### src/rtl/radix_ctx_pkg.sv
package radix_ctx_pkg;

  typedef enum logic [1:0] {
    QD_ZERO  = 2'd0,
    QD_ONE   = 2'd1,
    QD_TWO   = 2'd2,
    QD_THREE = 2'd3
  } quad_e;

  typedef struct packed {
    logic       fault;
    logic       bypass;
    logic       need_proc;
    logic       need_part;
    logic [2:0] perm;
  } ctx_flags_t;

  localparam logic [2:0] PERM_ALL  = 3'b111;
  localparam logic [2:0] PERM_NONE = 3'b000;

endpackage

### src/rtl/ctx_quad_map.sv
module ctx_quad_map
  import radix_ctx_pkg::*;
#(
  parameter int LPID_W = 12,
  parameter int PID_W  = 20
) (
  input  logic [1:0]        quad,
  input  logic              hv,
  input  logic [LPID_W-1:0] lpid_reg,
  input  logic [PID_W-1:0]  pid_reg,
  output logic [LPID_W-1:0] lpid_sel,
  output logic [PID_W-1:0]  pid_sel,
  output logic              illegal
);

  quad_e q;
  assign q = quad_e'(quad);

  always_comb begin
    lpid_sel = '0;
    pid_sel  = '0;
    illegal  = 1'b0;
    if (hv) begin
      unique case (q)
        QD_ZERO:  begin lpid_sel = '0;       pid_sel = pid_reg; end
        QD_ONE:   begin lpid_sel = lpid_reg; pid_sel = pid_reg; end
        QD_TWO:   begin lpid_sel = lpid_reg; pid_sel = '0;      end
        QD_THREE: begin lpid_sel = '0;       pid_sel = '0;      end
        default:  begin lpid_sel = '0;       pid_sel = '0;      end
      endcase
    end else begin
      unique case (q)
        QD_ZERO:  begin lpid_sel = lpid_reg; pid_sel = pid_reg; end
        QD_THREE: begin lpid_sel = lpid_reg; pid_sel = '0;      end
        default:  illegal = 1'b1;
      endcase
    end
  end

endmodule

### src/rtl/ctx_realmode.sv
module ctx_realmode #(
  parameter int EA_W     = 64,
  parameter int CLR_BITS = 4
) (
  input  logic [EA_W-CLR_BITS-1:0] ea_low,
  input  logic                     ea_top,
  input  logic [EA_W-1:0]          rmo,
  output logic [EA_W-1:0]          raddr
);

  logic [EA_W-1:0] base;
  assign base  = EA_W'(ea_low);
  assign raddr = ea_top ? base : (base | rmo);

endmodule

### src/rtl/ctx_classify.sv
module ctx_classify
  import radix_ctx_pkg::*;
#(
  parameter int EA_W    = 64,
  parameter int VA_BITS = 52,
  parameter int LPID_W  = 12,
  parameter int PID_W   = 20
) (
  input  logic [EA_W-1:0]   ea,
  input  logic              hv,
  input  logic              reloc,
  input  logic [LPID_W-1:0] lpid_reg,
  input  logic [PID_W-1:0]  pid_reg,
  input  logic [EA_W-1:0]   rmo,
  output logic [LPID_W-1:0] lpid_o,
  output logic [PID_W-1:0]  pid_o,
  output logic [EA_W-1:0]   addr_o,
  output ctx_flags_t        flags_o
);

  localparam int SEG_HI   = EA_W - 3;
  localparam int CLR_BITS = 4;

  logic [LPID_W-1:0] lpid_q;
  logic [PID_W-1:0]  pid_q;
  logic              quad_bad;
  logic [EA_W-1:0]   rm_addr;
  logic              seg_nz, bypass, fault, pass;

  ctx_quad_map #(.LPID_W(LPID_W), .PID_W(PID_W)) u_qmap (
    .quad     (ea[EA_W-1:EA_W-2]),
    .hv       (hv),
    .lpid_reg (lpid_reg),
    .pid_reg  (pid_reg),
    .lpid_sel (lpid_q),
    .pid_sel  (pid_q),
    .illegal  (quad_bad)
  );

  ctx_realmode #(.EA_W(EA_W), .CLR_BITS(CLR_BITS)) u_rm (
    .ea_low (ea[EA_W-CLR_BITS-1:0]),
    .ea_top (ea[EA_W-1]),
    .rmo    (rmo),
    .raddr  (rm_addr)
  );

  assign seg_nz = |ea[SEG_HI:VA_BITS];
  assign bypass = hv & ~reloc;
  assign fault  = ~bypass & (seg_nz | quad_bad);
  assign pass   = ~bypass & ~fault;

  always_comb begin
    flags_o.fault     = fault;
    flags_o.bypass    = bypass;
    flags_o.need_proc = pass & reloc;
    flags_o.need_part = pass & ((lpid_q != '0) | ~hv);
    flags_o.perm      = bypass ? PERM_ALL : PERM_NONE;
    lpid_o            = pass ? lpid_q : '0;
    pid_o             = pass ? pid_q  : '0;
    addr_o            = bypass ? rm_addr : EA_W'(ea[VA_BITS-1:0]);
  end

endmodule

### src/rtl/ctx_hold_stage.sv
module ctx_hold_stage #(
  parameter int W = 8
) (
  input  logic         clk,
  input  logic         rst_n,
  input  logic         in_valid,
  output logic         in_ready,
  input  logic [W-1:0] in_data,
  output logic         out_valid,
  input  logic         out_ready,
  output logic [W-1:0] out_data
);

  assign in_ready = ~out_valid | out_ready;

  always_ff @(posedge clk or negedge rst_n) begin
    if (!rst_n) begin
      out_valid <= 1'b0;
      out_data  <= '0;
    end else if (in_ready) begin
      out_valid <= in_valid;
      if (in_valid) out_data <= in_data;
    end
  end

  // a stalled response must not move
  p_hold_r9: assert property (@(posedge clk) disable iff (!rst_n)
    (out_valid && !out_ready) |=> (out_valid && $stable(out_data)));

  // an accepted request becomes a valid response next cycle
  p_accept_r8: assert property (@(posedge clk) disable iff (!rst_n)
    (in_valid && in_ready) |=> out_valid);

endmodule

### src/rtl/radix_ctx_sel.sv
module radix_ctx_sel
  import radix_ctx_pkg::*;
#(
  parameter int EA_W    = 64,
  parameter int VA_BITS = 52,
  parameter int LPID_W  = 12,
  parameter int PID_W   = 20
) (
  input  logic              clk,
  input  logic              rst_n,
  input  logic              req_valid,
  output logic              req_ready,
  input  logic [EA_W-1:0]   req_ea,
  input  logic              req_hv,
  input  logic              req_reloc,
  input  logic [LPID_W-1:0] lpid_reg,
  input  logic [PID_W-1:0]  pid_reg,
  input  logic [EA_W-1:0]   rmo_reg,
  output logic              rsp_valid,
  input  logic              rsp_ready,
  output logic              rsp_seg_fault,
  output logic [LPID_W-1:0] rsp_lpid,
  output logic [PID_W-1:0]  rsp_pid,
  output logic              rsp_bypass,
  output logic [EA_W-1:0]   rsp_addr,
  output logic [2:0]        rsp_perm,
  output logic              rsp_need_proc,
  output logic              rsp_need_part
);

  localparam int FLG_W = $bits(ctx_flags_t);
  localparam int PAY_W = FLG_W + LPID_W + PID_W + EA_W;

  logic [LPID_W-1:0] c_lpid;
  logic [PID_W-1:0]  c_pid;
  logic [EA_W-1:0]   c_addr;
  ctx_flags_t        c_flags, r_flags;
  logic [PAY_W-1:0]  pay_in, pay_out;

  ctx_classify #(.EA_W(EA_W), .VA_BITS(VA_BITS), .LPID_W(LPID_W), .PID_W(PID_W)) u_cls (
    .ea       (req_ea),
    .hv       (req_hv),
    .reloc    (req_reloc),
    .lpid_reg (lpid_reg),
    .pid_reg  (pid_reg),
    .rmo      (rmo_reg),
    .lpid_o   (c_lpid),
    .pid_o    (c_pid),
    .addr_o   (c_addr),
    .flags_o  (c_flags)
  );

  assign pay_in = {c_flags, c_lpid, c_pid, c_addr};

  ctx_hold_stage #(.W(PAY_W)) u_stage (
    .clk       (clk),
    .rst_n     (rst_n),
    .in_valid  (req_valid),
    .in_ready  (req_ready),
    .in_data   (pay_in),
    .out_valid (rsp_valid),
    .out_ready (rsp_ready),
    .out_data  (pay_out)
  );

  assign {r_flags, rsp_lpid, rsp_pid, rsp_addr} = pay_out;
  assign rsp_seg_fault = r_flags.fault;
  assign rsp_bypass    = r_flags.bypass;
  assign rsp_need_proc = r_flags.need_proc;
  assign rsp_need_part = r_flags.need_part;
  assign rsp_perm      = r_flags.perm;

  logic fire;
  assign fire = req_valid & req_ready;

  // nonzero segment bits outside bypass fault next cycle
  p_segbits_r1: assert property (@(posedge clk) disable iff (!rst_n)
    (fire && (req_reloc || !req_hv) && (|req_ea[EA_W-3:VA_BITS]))
      |=> (rsp_valid && rsp_seg_fault));

  // guest quadrants one and two are illegal
  p_guest_quad_r4: assert property (@(posedge clk) disable iff (!rst_n)
    (fire && !req_hv && (req_ea[EA_W-1] ^ req_ea[EA_W-2])) |=> rsp_seg_fault);

  // a faulting response asks for no walk and carries no IDs
  p_fault_quiet_r4: assert property (@(posedge clk) disable iff (!rst_n)
    (rsp_valid && rsp_seg_fault)
      |-> (!rsp_need_proc && !rsp_need_part && rsp_lpid == '0 && rsp_pid == '0));

  // hypervisor real-mode requests bypass with full permission
  p_bypass_r5: assert property (@(posedge clk) disable iff (!rst_n)
    (fire && req_hv && !req_reloc)
      |=> (rsp_bypass && !rsp_seg_fault && rsp_perm == 3'b111));

  // no process walk without relocation
  p_proc_r7: assert property (@(posedge clk) disable iff (!rst_n)
    (fire && !req_reloc) |=> !rsp_need_proc);

  // guest requests that survive classification always need a partition walk
  p_part_r6: assert property (@(posedge clk) disable iff (!rst_n)
    (fire && !req_hv && req_reloc && !(|req_ea[EA_W-3:VA_BITS])
      && (req_ea[EA_W-1] == req_ea[EA_W-2])) |=> rsp_need_part);

endmodule

### config.mk
export PLATFORM = sky130hd
export DESIGN_NAME = radix_ctx_sel
export DESIGN_NICKNAME = d
export VERILOG_FILES = /design/src/rtl/radix_ctx_pkg.sv /design/src/rtl/ctx_quad_map.sv /design/src/rtl/ctx_realmode.sv /design/src/rtl/ctx_classify.sv /design/src/rtl/ctx_hold_stage.sv /design/src/rtl/radix_ctx_sel.sv
export SDC_FILE = /design/constraint.sdc
export NUM_CORES = 1
export LEC_CHECK = 0
export ABC_AREA = 1
export ABC_CLOCK_PERIOD_IN_PS = 1500
export BUFFER_PORTS_ARGS = -buffer_cell sky130_fd_sc_hd__buf_2
export CAP_MARGIN = 10
export CORE_ASPECT_RATIO = 0.7
export CORE_MARGIN = 2
export CORE_UTILIZATION = 51
export CTS_BUF_LIST = sky130_fd_sc_hd__clkbuf_8
export CTS_CLUSTER_DIAMETER = 120
export DETAILED_ROUTE_END_ITERATION = 12
export PLACE_DENSITY_LB_ADDON = 0.1
export SLEW_MARGIN = 5
export SYNTH_ARGS = -nofsm -noshare
export SYNTH_HDL_FRONTEND = slang
export SYNTH_HIERARCHICAL = 1
export SYNTH_SLANG_ARGS = --single-unit
### constraint.sdc
create_clock -name clk -period 1.5 [get_ports clk]
set_input_delay 0.3 -clock clk [delete_from_list [all_inputs] [get_ports clk]]
set_output_delay 0.3 -clock clk [all_outputs]
set_load 0.01 [all_outputs]
Word-level counts from Yosys, hierarchy flattened
Index checks and enable logic that the tools add are counted.
Widths: inputs -> output; s select.
Word-level totals
  bits in registers: 104
  logic and storage cells: 40
Operators by class
  equal/unequal tests: 3
  muxes and demuxes: 13
  bitwise operators: 14
  reduce and logical (&&, ||, !) cells: 8
Operator list (count)
  $mux 64: 2
  $or 60x64->64: 1
  $mux 20: 3
  $pmux 20 s2: 1
  $mux 12: 3
  $pmux 12 s2: 1
  $reduce_bool 12->1: 1
  $reduce_or 10->1: 1
  $reduce_or 2->1: 4
  $and 1x1->1: 5
  $not 1->1: 5
  $eq 2x2->1 const B: 2
  $mux 3: 1
  $or 1x1->1: 3
  $eq 2x1->1 const B: 1
  $logic_not 2->1: 1
  $mux 1: 2
  $reduce_and 2->1: 1

Longest topological paths before layout
Gate-level depths: netlist of the first run.
  depth after elaboration: 9
  mapped depth: 14
  mapped depth without buffers: 13

Modules after synthesis
Netlist of the first run, hierarchy kept.
Modules (own cells, without submodules)
  ctx_hold_stage: instances 1, cells an instance 451, area an instance 4115.2 µm²
  ctx_classify: instances 1, cells an instance 294, area an instance 1231.2 µm²
  ctx_realmode: instances 1, cells an instance 195, area an instance 777.0 µm²
  ctx_quad_map: instances 1, cells an instance 118, area an instance 700.7 µm²

Worst setup path before layout of the first run
No wires, ideal clock.
  path kind: input to register
  start: input port req_ea[62]
  end: register u_stage.out_data[91]
  arrival: 1.677 ns
  slack: -0.243 ns
  stages on the path: 13
  path buffers: 2
  cells stage by stage: inv_1 > ha_1 > inv_2 > buf_4 > nor2_1 > inv_1 > nand2_1 > nor2_4 > nand3_4 > buf_6 > nor2_2 > nand3_1 > nand2_1
Between the ends
  longest elaborated chain between the ends: 9
  elaborated cells between the ends (all ways): 16
  those cells by class: 3 x eq/ne; 6 x mux; 4 x bitwise; 3 x reduce/logical
Ends and longest elaborated chain
  from (decl): RTL line radix_ctx_sel.sv:13  | input logic [EA_W-1:0] req_ea,
  $eq 2x2->1 / $logic_not 2->1 (equally long branches): RTL line ctx_quad_map.sv:32  | unique case (q)
  $reduce_or 2->1 (no line) *
  $mux 1 *: RTL line ctx_quad_map.sv:32
  $mux 1 *: RTL line ctx_quad_map.sv:23  | if (hv) begin
  named net u_cls.quad_bad: RTL line ctx_classify.sv:26  | logic quad_bad;
  $or 1x1->1 *: RTL line ctx_classify.sv:49  | assign fault = ~bypass & (seg_nz | quad_bad);
  $and 1x1->1 *: RTL line ctx_classify.sv:49
  $not 1->1 *: RTL line ctx_classify.sv:50  | assign pass = ~bypass & ~fault;
  $and 1x1->1 *: RTL line ctx_classify.sv:50
  $mux 12 *: RTL line ctx_classify.sv:58  | lpid_o = pass ? lpid_q : '0;
  named net c_lpid[7]: RTL line radix_ctx_sel.sv:34  | logic [LPID_W-1:0] c_lpid;
  to (signal assigned): RTL line ctx_hold_stage.sv:22  | if (in_valid) out_data <= in_data;
  to (decl): RTL line ctx_hold_stage.sv:11  | output logic [W-1:0] out_data
Mark *: on every way through the listed nets, which the timed path passes. The rest lies on a longest branch.
A chain may end at the register's enable or synchronous reset.

Final worst setup path of the first run
  start: register u_stage.out_valid
  end: output port req_ready
Between the ends
  longest elaborated chain between the ends: 2
Ends and longest elaborated chain
  from (decl): RTL line ctx_hold_stage.sv:9  | output logic out_valid,
  from (signal assigned): RTL line ctx_hold_stage.sv:21  | out_valid <= in_valid;
  $not 1->1: RTL line ctx_hold_stage.sv:14  | assign in_ready = ~out_valid | out_ready;
  $or 1x1->1: RTL line ctx_hold_stage.sv:14
  to (decl): RTL line radix_ctx_sel.sv:12  | output logic req_ready,
Every way passes these cells.

==> flow_summary.ini, run 1 <==
[run_status]
run_status = finished, final reports clean

[job]
drv_cap = 0

[timing]
worstMarginPinSlew_ps = 425.5
setup_slack_ps = 71.00
slew_violations = 0
tns_ps = 0
finalCriticalPeriod_ps = 1429
max-slew-margin-rel_pct = 71.63
fin_crit_sh_pct = 95.27
setup_viol = 0
hold_violations = 0
fmax_ghz = 0.6998
fin_skew_ps = 5.750
whs_ps = 267.9
rsz0062_at_grt = false

[clock_tree]
clkLatencyLatePin_ps = 360
clockBufferDepth = 2
cts_sinks = 104
clockRootBuffer = clkbuf_8
post_cts_buffers = 0
path_clk_slew_ps = 100
cts-htree-levels = 3
numCtsBuffers = 9
cts_tree = yes

[synth]
syn_area_mm2 = 0.006824
synth-edff-count = 0
synth_top_cell_by_area = dfrtp_1
async_flop_share_pct = 100.0
yosysMostFrequentCell = nand2_1
ys.flop_type = dfrtp_1
syn_area_per_cell_um2 = 6.450
synth_area_leaders = dfrtp_1 38%, nand2_1 29%, nand3_1 12%
ys_ff_latch = 104
syn_inst = 1058
ys_types = 22
ys_warn_count = 6
synthTopCellsByCount = 523 x nand2_1, 158 x nand3_1, 114 x inv_1, 104 x dfrtp_1, 52 x nor2_1
synth_top_area_share_pct = 38.14
syn_nets = 1227
synth.yosys.seq_area_share_pct = 38.14

[route]
vias_per_cell = 4.801
first_pass_iters = 5
num_vias = 7115
drt_iter0_markers = 418
antenna_left = 0
drc = 0
drt-total-wl_mm = 19.50
post_drt_wl_per_cell_um = 13.16

[power_and_ir_drop]
p_seq_share_pct = 46.1
internal_power_uw = 4660
peakVddDrop_uv = 447.0
p_leak_uw = 0.005496
combPwrFrac_pct = 28.2
p_per_area_mw_per_mm2 = 808.7
p_switching_uw = 2289
swShare_pct = 32.94
p_clk_share_pct = 25.7

[worst_setup_path]
arrival_ps = 1130
cp-end-kind = primary output
worstSetupPathType = reg -> out
critPathLaunchType = flip-flop
path_max_fanout = 12
crit_required_ps = 1200

[global_routing]
overflow = 0
grt_use_total_pct = 27.61
grt_max_degree = 66
grt_pass1_vias = 6490
grt_first_pass_wirelength_mm = 31.91
grt_antenna_before_repair = 3

[die]
dieArea_mm2 = 0.01434
io_pins = 271
core_mm2 = 0.01309
rows = 35
die_w_um = 142.3
start_util_pct = 52.12
fp.dieH_um = 100.8

[place]
hpwl_mm = 14.05
io_buffers = 270
place_ws_ps = -299.4
placed_area_mm2 = 0.008373
place_congestion = 0.8411

[cells_and_area]
syn_to_final_growth_pct = 25.93
nets = 1479
drive_gt1_share_pct = 27.60
final-seq-area_mm2 = 0.002603
final_area_mm2 = 0.008593
num-fill-cells = 1264
multi_input_area_mm2 = 0.003243

[hold_path]
hold_path.class = in -> reg
registers in the layout (all words and copies together) (netlist names):
| register | count |
|---|---|
| u_stage/out_data | 103 |
| u_stage/out_valid | 1 |
layer usage:
layer  vias up  GRT usage [%]  share of wire, %
met3        26          6.936               8.6
li1       3676              -                 -
met4         2          6.615               1.6
met1      3135          36.79                44
met5         -              0             0.056
met2       276          45.60                45
final cells by class:
type	count	share of cell area (%)
Multi-Input combinational cell	763	37.74
Sequential cell	104	30.29
Timing Repair Buffer	314	21.72
Inverter	118	5.504
Tap cell	166	2.417
Clock buffer	10	1.602
Clock inverter	6	0.6989
Antenna cell	1	0.02912
logic make-up (layout without fill, tap and decap cells):
logic type	count (synthesis)	after routing	synth area share, %
and+or+nand+nor	759	759	46.46
buffers and inverters	191	448	14.78
DFF	104	104	38.14
adders and majority gates	3	3	0.5501
AOI/OAI and AO/OA	1	1	0.07327
other	0	1	0
per-stage QoR:
step	power [µW]	instances	utilization, %
5_1_grt	7398	1482	65.63
3_3_place_gp	5193	1464	63.95
4_1_cts	7015	1481	65.53
6_report	6949	1482	65.63
3_5_place_dp	5212	1464	63.95
2_1_floorplan	4350	1058	-
power by group through the flow:
stage	logic [µW]	clock network (µW)	registers, µW
2_1_floorplan	972	0	3380
3_3_place_gp	1950	0	3250
3_5_place_dp	1960	0	3250
4_1_cts	1970	1840	3200
5_1_grt	2200	1960	3240
6_report	1960	1790	3200
final timing paths:
path | startpoint | end | slack, ps | cells past startpoint
hold / removal | req_ea[34] | u_stage/out_data[34] | 270 | 5
hold reg to reg | u_stage/out_data[23] | u_stage/out_data[23] | 470 | 2
setup / recovery | u_stage/out_valid | req_ready | 70 | 2
setup reg to reg | u_stage/out_valid | u_stage/out_data[13] | 230 | 4
min in group asynchronous | rst_n | u_stage/out_data[88] | 470 | 3
max in group asynchronous | rst_n | u_stage/out_data[40] | 760 | 3
layout by cell type (no fill, tap or decap):
cell,count
a21oi_1,1
and2_1,1
buf_12,14
buf_2,267
buf_4,31
bufinv_16,1
clkbuf_4,1
clkbuf_8,10
clkinv_2,2
clkinv_4,1
clkinvlp_4,1
dfrtp_1,104
diode_2,1
dlygate4sd3_1,1
ha_1,2
ha_4,1
inv_1,113
inv_12,1
inv_2,2
inv_4,1
inv_8,2
nand2_1,521
nand2_2,2
nand2_4,2
nand3_1,158
nand3_2,10
nand3_4,1
nor2_1,51
nor2_2,11
nor2_4,2
worst max-delay path, cell delays in order (launching register included):
cell and delay, ps:
dfrtp_1 410, nand2_4 180, buf_2 170
timing repair:
item	in CTS	in global routing
hold endpoints to repair	104	0
setup endpoints to repair	0	11
resized for setup	0	4
hold buffers	1	0
Note: power is estimated with default switching activity, not from simulation.
==> inputs of run 2 (changes only) <==
==> constraint.sdc (replaced) <==
create_clock -name clk -period 1.5 [get_ports clk]
set_input_delay 0.15 -clock clk [delete_from_list [all_inputs] [get_ports clk]]
set_output_delay 0.15 -clock clk [all_outputs]
set_load 0.01 [all_outputs]
==> flow_summary.ini, run 2 (synthesis gave the netlist of run 1 again) <==
[run_status]
run_status = finished, final reports clean

[cells_and_area]
antenna_cells = 0
fin_util_pct = 65.27
largest-register = u_stage/out_data
nets = 1476
num-fill-cells = 1271
syn_to_final_growth_pct = 25.25
reg_top3 = u_stage/out_data: 103 flops, u_stage/out_valid: 1 flops
drive_gt1_share_pct = 27.13
final-seq-area_mm2 = 0.002603
final_cell_mix = 522 x nand2_1, 268 x buf_2, 158 x nand3_1, 115 x inv_1, 104 x dfrtp_1
multi_input_area_mm2 = 0.003238
final_common_cell = nand2_1
largest_reg_flops = 103

[timing]
finalCriticalPeriod_ps = 1375
fin_crit_sh_pct = 91.66
fin_skew_ps = 9.702
rsz0062_at_grt = false
slew_violations = 0
hold_violations = 0
max-slew-margin-rel_pct = 66.60
fmax_ghz = 0.7273
setup_slack_ps = 125.1
worstMarginPinSlew_ps = 500.9
setup_viol = 0

[power_and_ir_drop]
p_per_area_mw_per_mm2 = 831.2
p_clk_share_pct = 27.6
peakVddDrop_uv = 439.7
swShare_pct = 31.44
p_switching_uw = 2233
internal_power_uw = 4871
p_leak_uw = 0.005484
combPwrFrac_pct = 27.4
p_seq_share_pct = 45.0

[worst_setup_path]
rr_worst_depth = 4
worstSetupPathType = reg -> out
cp-end-kind = primary output
critPathLaunchType = flip-flop
startpoint = u_stage/out_valid
arrival_ps = 1220
path_max_fanout = 23
crit_required_ps = 1350
r2r_end = u_stage/out_data[44]
r2r-start = u_stage/out_valid
rrSetupSlack_ps = 190
crit_path_end = req_ready

[clock_tree]
path_clk_slew_ps = 100
numCtsBuffers = 9
clkLatencyLatePin_ps = 360
clockBufferDepth = 2
post_cts_buffers = 0
cts-htree-levels = 3
cts_tree = yes
cts_sinks = 104
clockRootBuffer = clkbuf_8

[route]
drc = 0
first_pass_iters = 5
post_drt_wl_per_cell_um = 12.92
num_vias = 7094
drt-total-wl_mm = 19.10
drt_iter0_markers = 437
vias_per_cell = 4.800
antenna_left = 0

[die]
core_mm2 = 0.01309
fp.dieH_um = 100.8
io_pins = 271
dieArea_mm2 = 0.01434
die_w_um = 142.3
rows = 35
start_util_pct = 52.12

[global_routing]
grt_max_degree = 58
overflow = 0
grt_antenna_before_repair = 0
grt_pass1_vias = 6248
grt_first_pass_wirelength_mm = 30.64
grt_use_total_pct = 26.49

[place]
place_congestion = 0.8309
io_buffers = 270
hpwl_mm = 13.95
place_ws_ps = -119.0

[job]
drv_cap = 0

[hold_path]
hold_path.class = in -> reg
==> run 2: critical path, cell delays in order (launching register included) <==
cell and delay [ps]:
dfrtp_1 410, nand2_4 130, buf_12 170, buf_2 150
==> run 2: power by group through the flow <==
| stage | clock [µW] | combinational (µW) | sequential, µW |
|---|---|---|---|
| after floorplan | 0 | 966 | 3380 |
| after global placement | 0 | 1920 | 3250 |
| after detailed placement | 0 | 1950 | 3250 |
| after CTS | 2050 | 1960 | 3200 |
| after global routing | 2160 | 2180 | 3240 |
| final | 1960 | 1940 | 3200 |
==> run 2: worst min-delay path by stage <==
stage,endpoint,depth (start not counted),slack (ps),startpoint
6_report,u_stage/out_data[3],5,130,req_ea[3]
5_1_grt,u_stage/out_data[38],5,120,req_ea[38]
4_1_cts,u_stage/out_data[3],5,100,req_ea[3]
3_5_place_dp,u_stage/out_data[87],1,90,rst_n
3_3_place_gp,u_stage/out_data[80],1,90,rst_n
2_1_floorplan,u_stage/out_data[0],0,-150,rst_n
==> run 2: final cells by class <==
cell class	instances	share of cell area, %
clock buffer	11	1.771
clock inverter	5	0.9369
tap	166	2.430
timing repair buffer	311	21.26
inverter	118	5.270
sequential	104	30.45
multi-input combinational	763	37.89
==> run 2: repair_timing <==
action / in CTS / in global routing
hold buffers: 1 / 0
endpoints found under the setup margin: 1 / 1
hold endpoints to repair: 57 / 0
gates resized for setup: 1 / 2
gates cloned: 0 / 0
==> run 2: through the flow <==
stage	total power [µW]	area [µm²]	hold WS (ps)	setup TNS, ps	cells
floorplan	4343	6840	-145.6	0	1058
global placement	5166	8293	88.08	-1806	1461
detailed placement	5200	8293	86.85	-3075	1461
CTS	7202	8538	99.90	0	1478
global route	7581	8547	121.1	0	1478
finish	7104	8547	127.7	0	1478
==> run 2: layer usage <==
metal | up-vias | wire [µm] | share of wire (%) | GRT usage [%]
met5 | - | 0 | 0 | 0
met4 | 0 | 262 | 1.4 | 6.077
met3 | 14 | 1424 | 7.5 | 6.413
met2 | 227 | 8628 | 45 | 41.84
met1 | 3180 | 8786 | 46 | 37.18
li1 | 3673 | - | - | -
==> inputs of run 3 (changes only) <==
--- a/config.mk
+++ b/config.mk
@@ -7,14 +7,13 @@
 export LEC_CHECK = 0
 export ABC_AREA = 1
 export ABC_CLOCK_PERIOD_IN_PS = 1500
-export BUFFER_PORTS_ARGS = -buffer_cell sky130_fd_sc_hd__buf_2
-export CAP_MARGIN = 10
 export CORE_ASPECT_RATIO = 0.7
 export CORE_MARGIN = 2
-export CORE_UTILIZATION = 51
+export CORE_UTILIZATION = 60
 export CTS_BUF_LIST = sky130_fd_sc_hd__clkbuf_8
 export CTS_CLUSTER_DIAMETER = 120
 export DETAILED_ROUTE_END_ITERATION = 12
+export DONT_BUFFER_PORTS = 1
 export PLACE_DENSITY_LB_ADDON = 0.1
 export SLEW_MARGIN = 5
 export SYNTH_ARGS = -nofsm -noshare
==> flow_summary.ini, run 3 (synthesis gave the netlist of run 1 again) <==
[cells_and_area]
antenna_cells = 0
drive_gt1_share_pct = 6.452
layoutNonFillerInstCount = 1176
largest_reg_flops = 103
multi_input_area_mm2 = 0.003238
nets = 1187
num-fill-cells = 1060
final_cell_mix = 522 x nand2_1, 158 x nand3_1, 117 x inv_1, 104 x dfrtp_1, 52 x nor2_1
syn_to_final_growth_pct = 1.668
largest-register = u_stage/out_data
final-seq-area_mm2 = 0.002603
reg_top3 = u_stage/out_data: 103 flops, u_stage/out_valid: 1 flops
final_common_cell = nand2_1

[global_routing]
grt_first_pass_wirelength_mm = 28.52
overflow = 0
grt_antenna_before_repair = 0
grt_pass1_vias = 5574
grt_max_degree = 105
grt_use_total_pct = 28.75

[route]
num_vias = 6138
drc = 0
antenna_left = 0
drt-total-wl_mm = 17.59
post_drt_wl_per_cell_um = 14.96
vias_per_cell = 5.219
drt_iter0_markers = 476
first_pass_iters = 5

[power_and_ir_drop]
peakVddDrop_uv = 514.3
p_per_area_mw_per_mm2 = 894.8
p_leak_uw = 0.004197
totalPowerFinal_uw = 6208

[worst_setup_path]
rrSetupSlack_ps = 230
crit_path_max_incr_delay_ps = 470
cp-end-kind = primary output
worstSetupPathType = reg -> out
critPathLaunchType = flip-flop
path_max_fanout = 21
arrival_ps = 1240
crit_slowest_cell = dfrtp_1
r2r-start = u_stage/out_valid
crit_required_ps = 1350
r2r_end = u_stage/out_data[50]
path_cells = nand2_4, buf_4
crit_buf_inv = 1
critPathTopFamily = flip-flops
rr_worst_depth = 4

[place]
place_ws_ps = -6.612
hpwl_mm = 12.04
place_inst = 1160
io_buffers = 0
place_congestion = 0.8122

[timing]
setup_slack_ps = 114.1
rsz0062_at_grt = false
fmax_ghz = 0.7216
worstMarginPinSlew_ps = 394.6
max-slew-margin-rel_pct = 73.69
fin_skew_ps = 15.59
slew_violations = 0
setup_viol = 0
fin_crit_sh_pct = 92.39
whs_ps = -546.6
hold_violations = 141
finalCriticalPeriod_ps = 1386

[run_status]
run_status = finished, violations left
violations = negative hold slack

[job]
drv_cap = 0

[clock_tree]
cts-htree-levels = 3
cts_sinks = 104
numCtsBuffers = 9
path_clk_slew_ps = 110
clockBufferDepth = 2
cts_tree = yes
clkLatencyLatePin_ps = 370
clockRootBuffer = clkbuf_8

[die]
core_mm2 = 0.01105
io_pins = 271
fp.dieH_um = 93.23
rows = 32
start_util_pct = 61.75
dieArea_mm2 = 0.01226
die_w_um = 131.5

[hold_path]
hold_path.class = in -> async
[run 3: changes by cell type in the layout (fill, tap and decap cells not counted), sizes merged]
cell,delta
buf,-288
bufinv,-1
inv,+2
dlygate4sd3,-1
clkbuf,-2
clkinv,+1
[run 3: how the worst max path moves through the flow]
stage	startpoint	endpoint	slack, ps	depth (start not counted)
final	u_stage/out_valid	req_ready	110	2
after global routing	u_stage/out_valid	req_ready	40	2
after CTS	u_stage/out_valid	req_ready	80	2
after detailed placement	req_ea[62]	u_stage/out_data[66]	-7	12
after global placement	req_ea[62]	u_stage/out_data[66]	40	12
after floorplan	req_ea[62]	u_stage/out_data[91]	4	13
[run 3: layout make-up]
class                           instances  share of cell area, %
Inverter                              118                  6.492
Tap cell                              153                  2.759
Clock inverter                          7                 0.9558
Multi-Input combinational cell        763                  46.67
Clock buffer                            9                  1.785
Sequential cell                       104                  37.51
Timing Repair Buffer                   22                  3.823
[run 3: power breakdown]
group | total (µW) | internal (µW) | switching (µW)
combinational | 1050 | 399 | 656
clock | 1730 | 762 | 968
sequential | 3420 | 3060 | 362
[run 3: per-stage QoR]
stage	area (µm²)	hold WS (ps)	util, %	setup TNS [ps]
2_1_floorplan	6840	-145.6	-	0
3_3_place_gp	6748	-144.0	61.06	0
3_5_place_dp	6748	-143.9	61.06	-7.292
4_1_cts	6938	-564.2	62.78	0
5_1_grt	6938	-580.4	62.78	0
6_report	6938	-546.6	62.78	0
[run 3: per-layer routing]
| metal | part of all wire (%) | track usage (%) | vias to the layer above | routed length [µm] |
|---|---|---|---|---|
| li1 | - | - | 3090 | - |
| met1 | 42 | 37.50 | 2770 | 7394 |
| met2 | 46 | 45.64 | 250 | 8109 |
| met3 | 9.5 | 9.864 | 28 | 1674 |
| met4 | 2.3 | 8.786 | 0 | 410 |
| met5 | 0 | 0 | - | 0 |
[run 3: timing repair]
item | 4_1_cts | 5_1_grt
hold endpoints to repair | 207 | 207
resized for setup | 0 | 0
setup buffers | 0 | 0
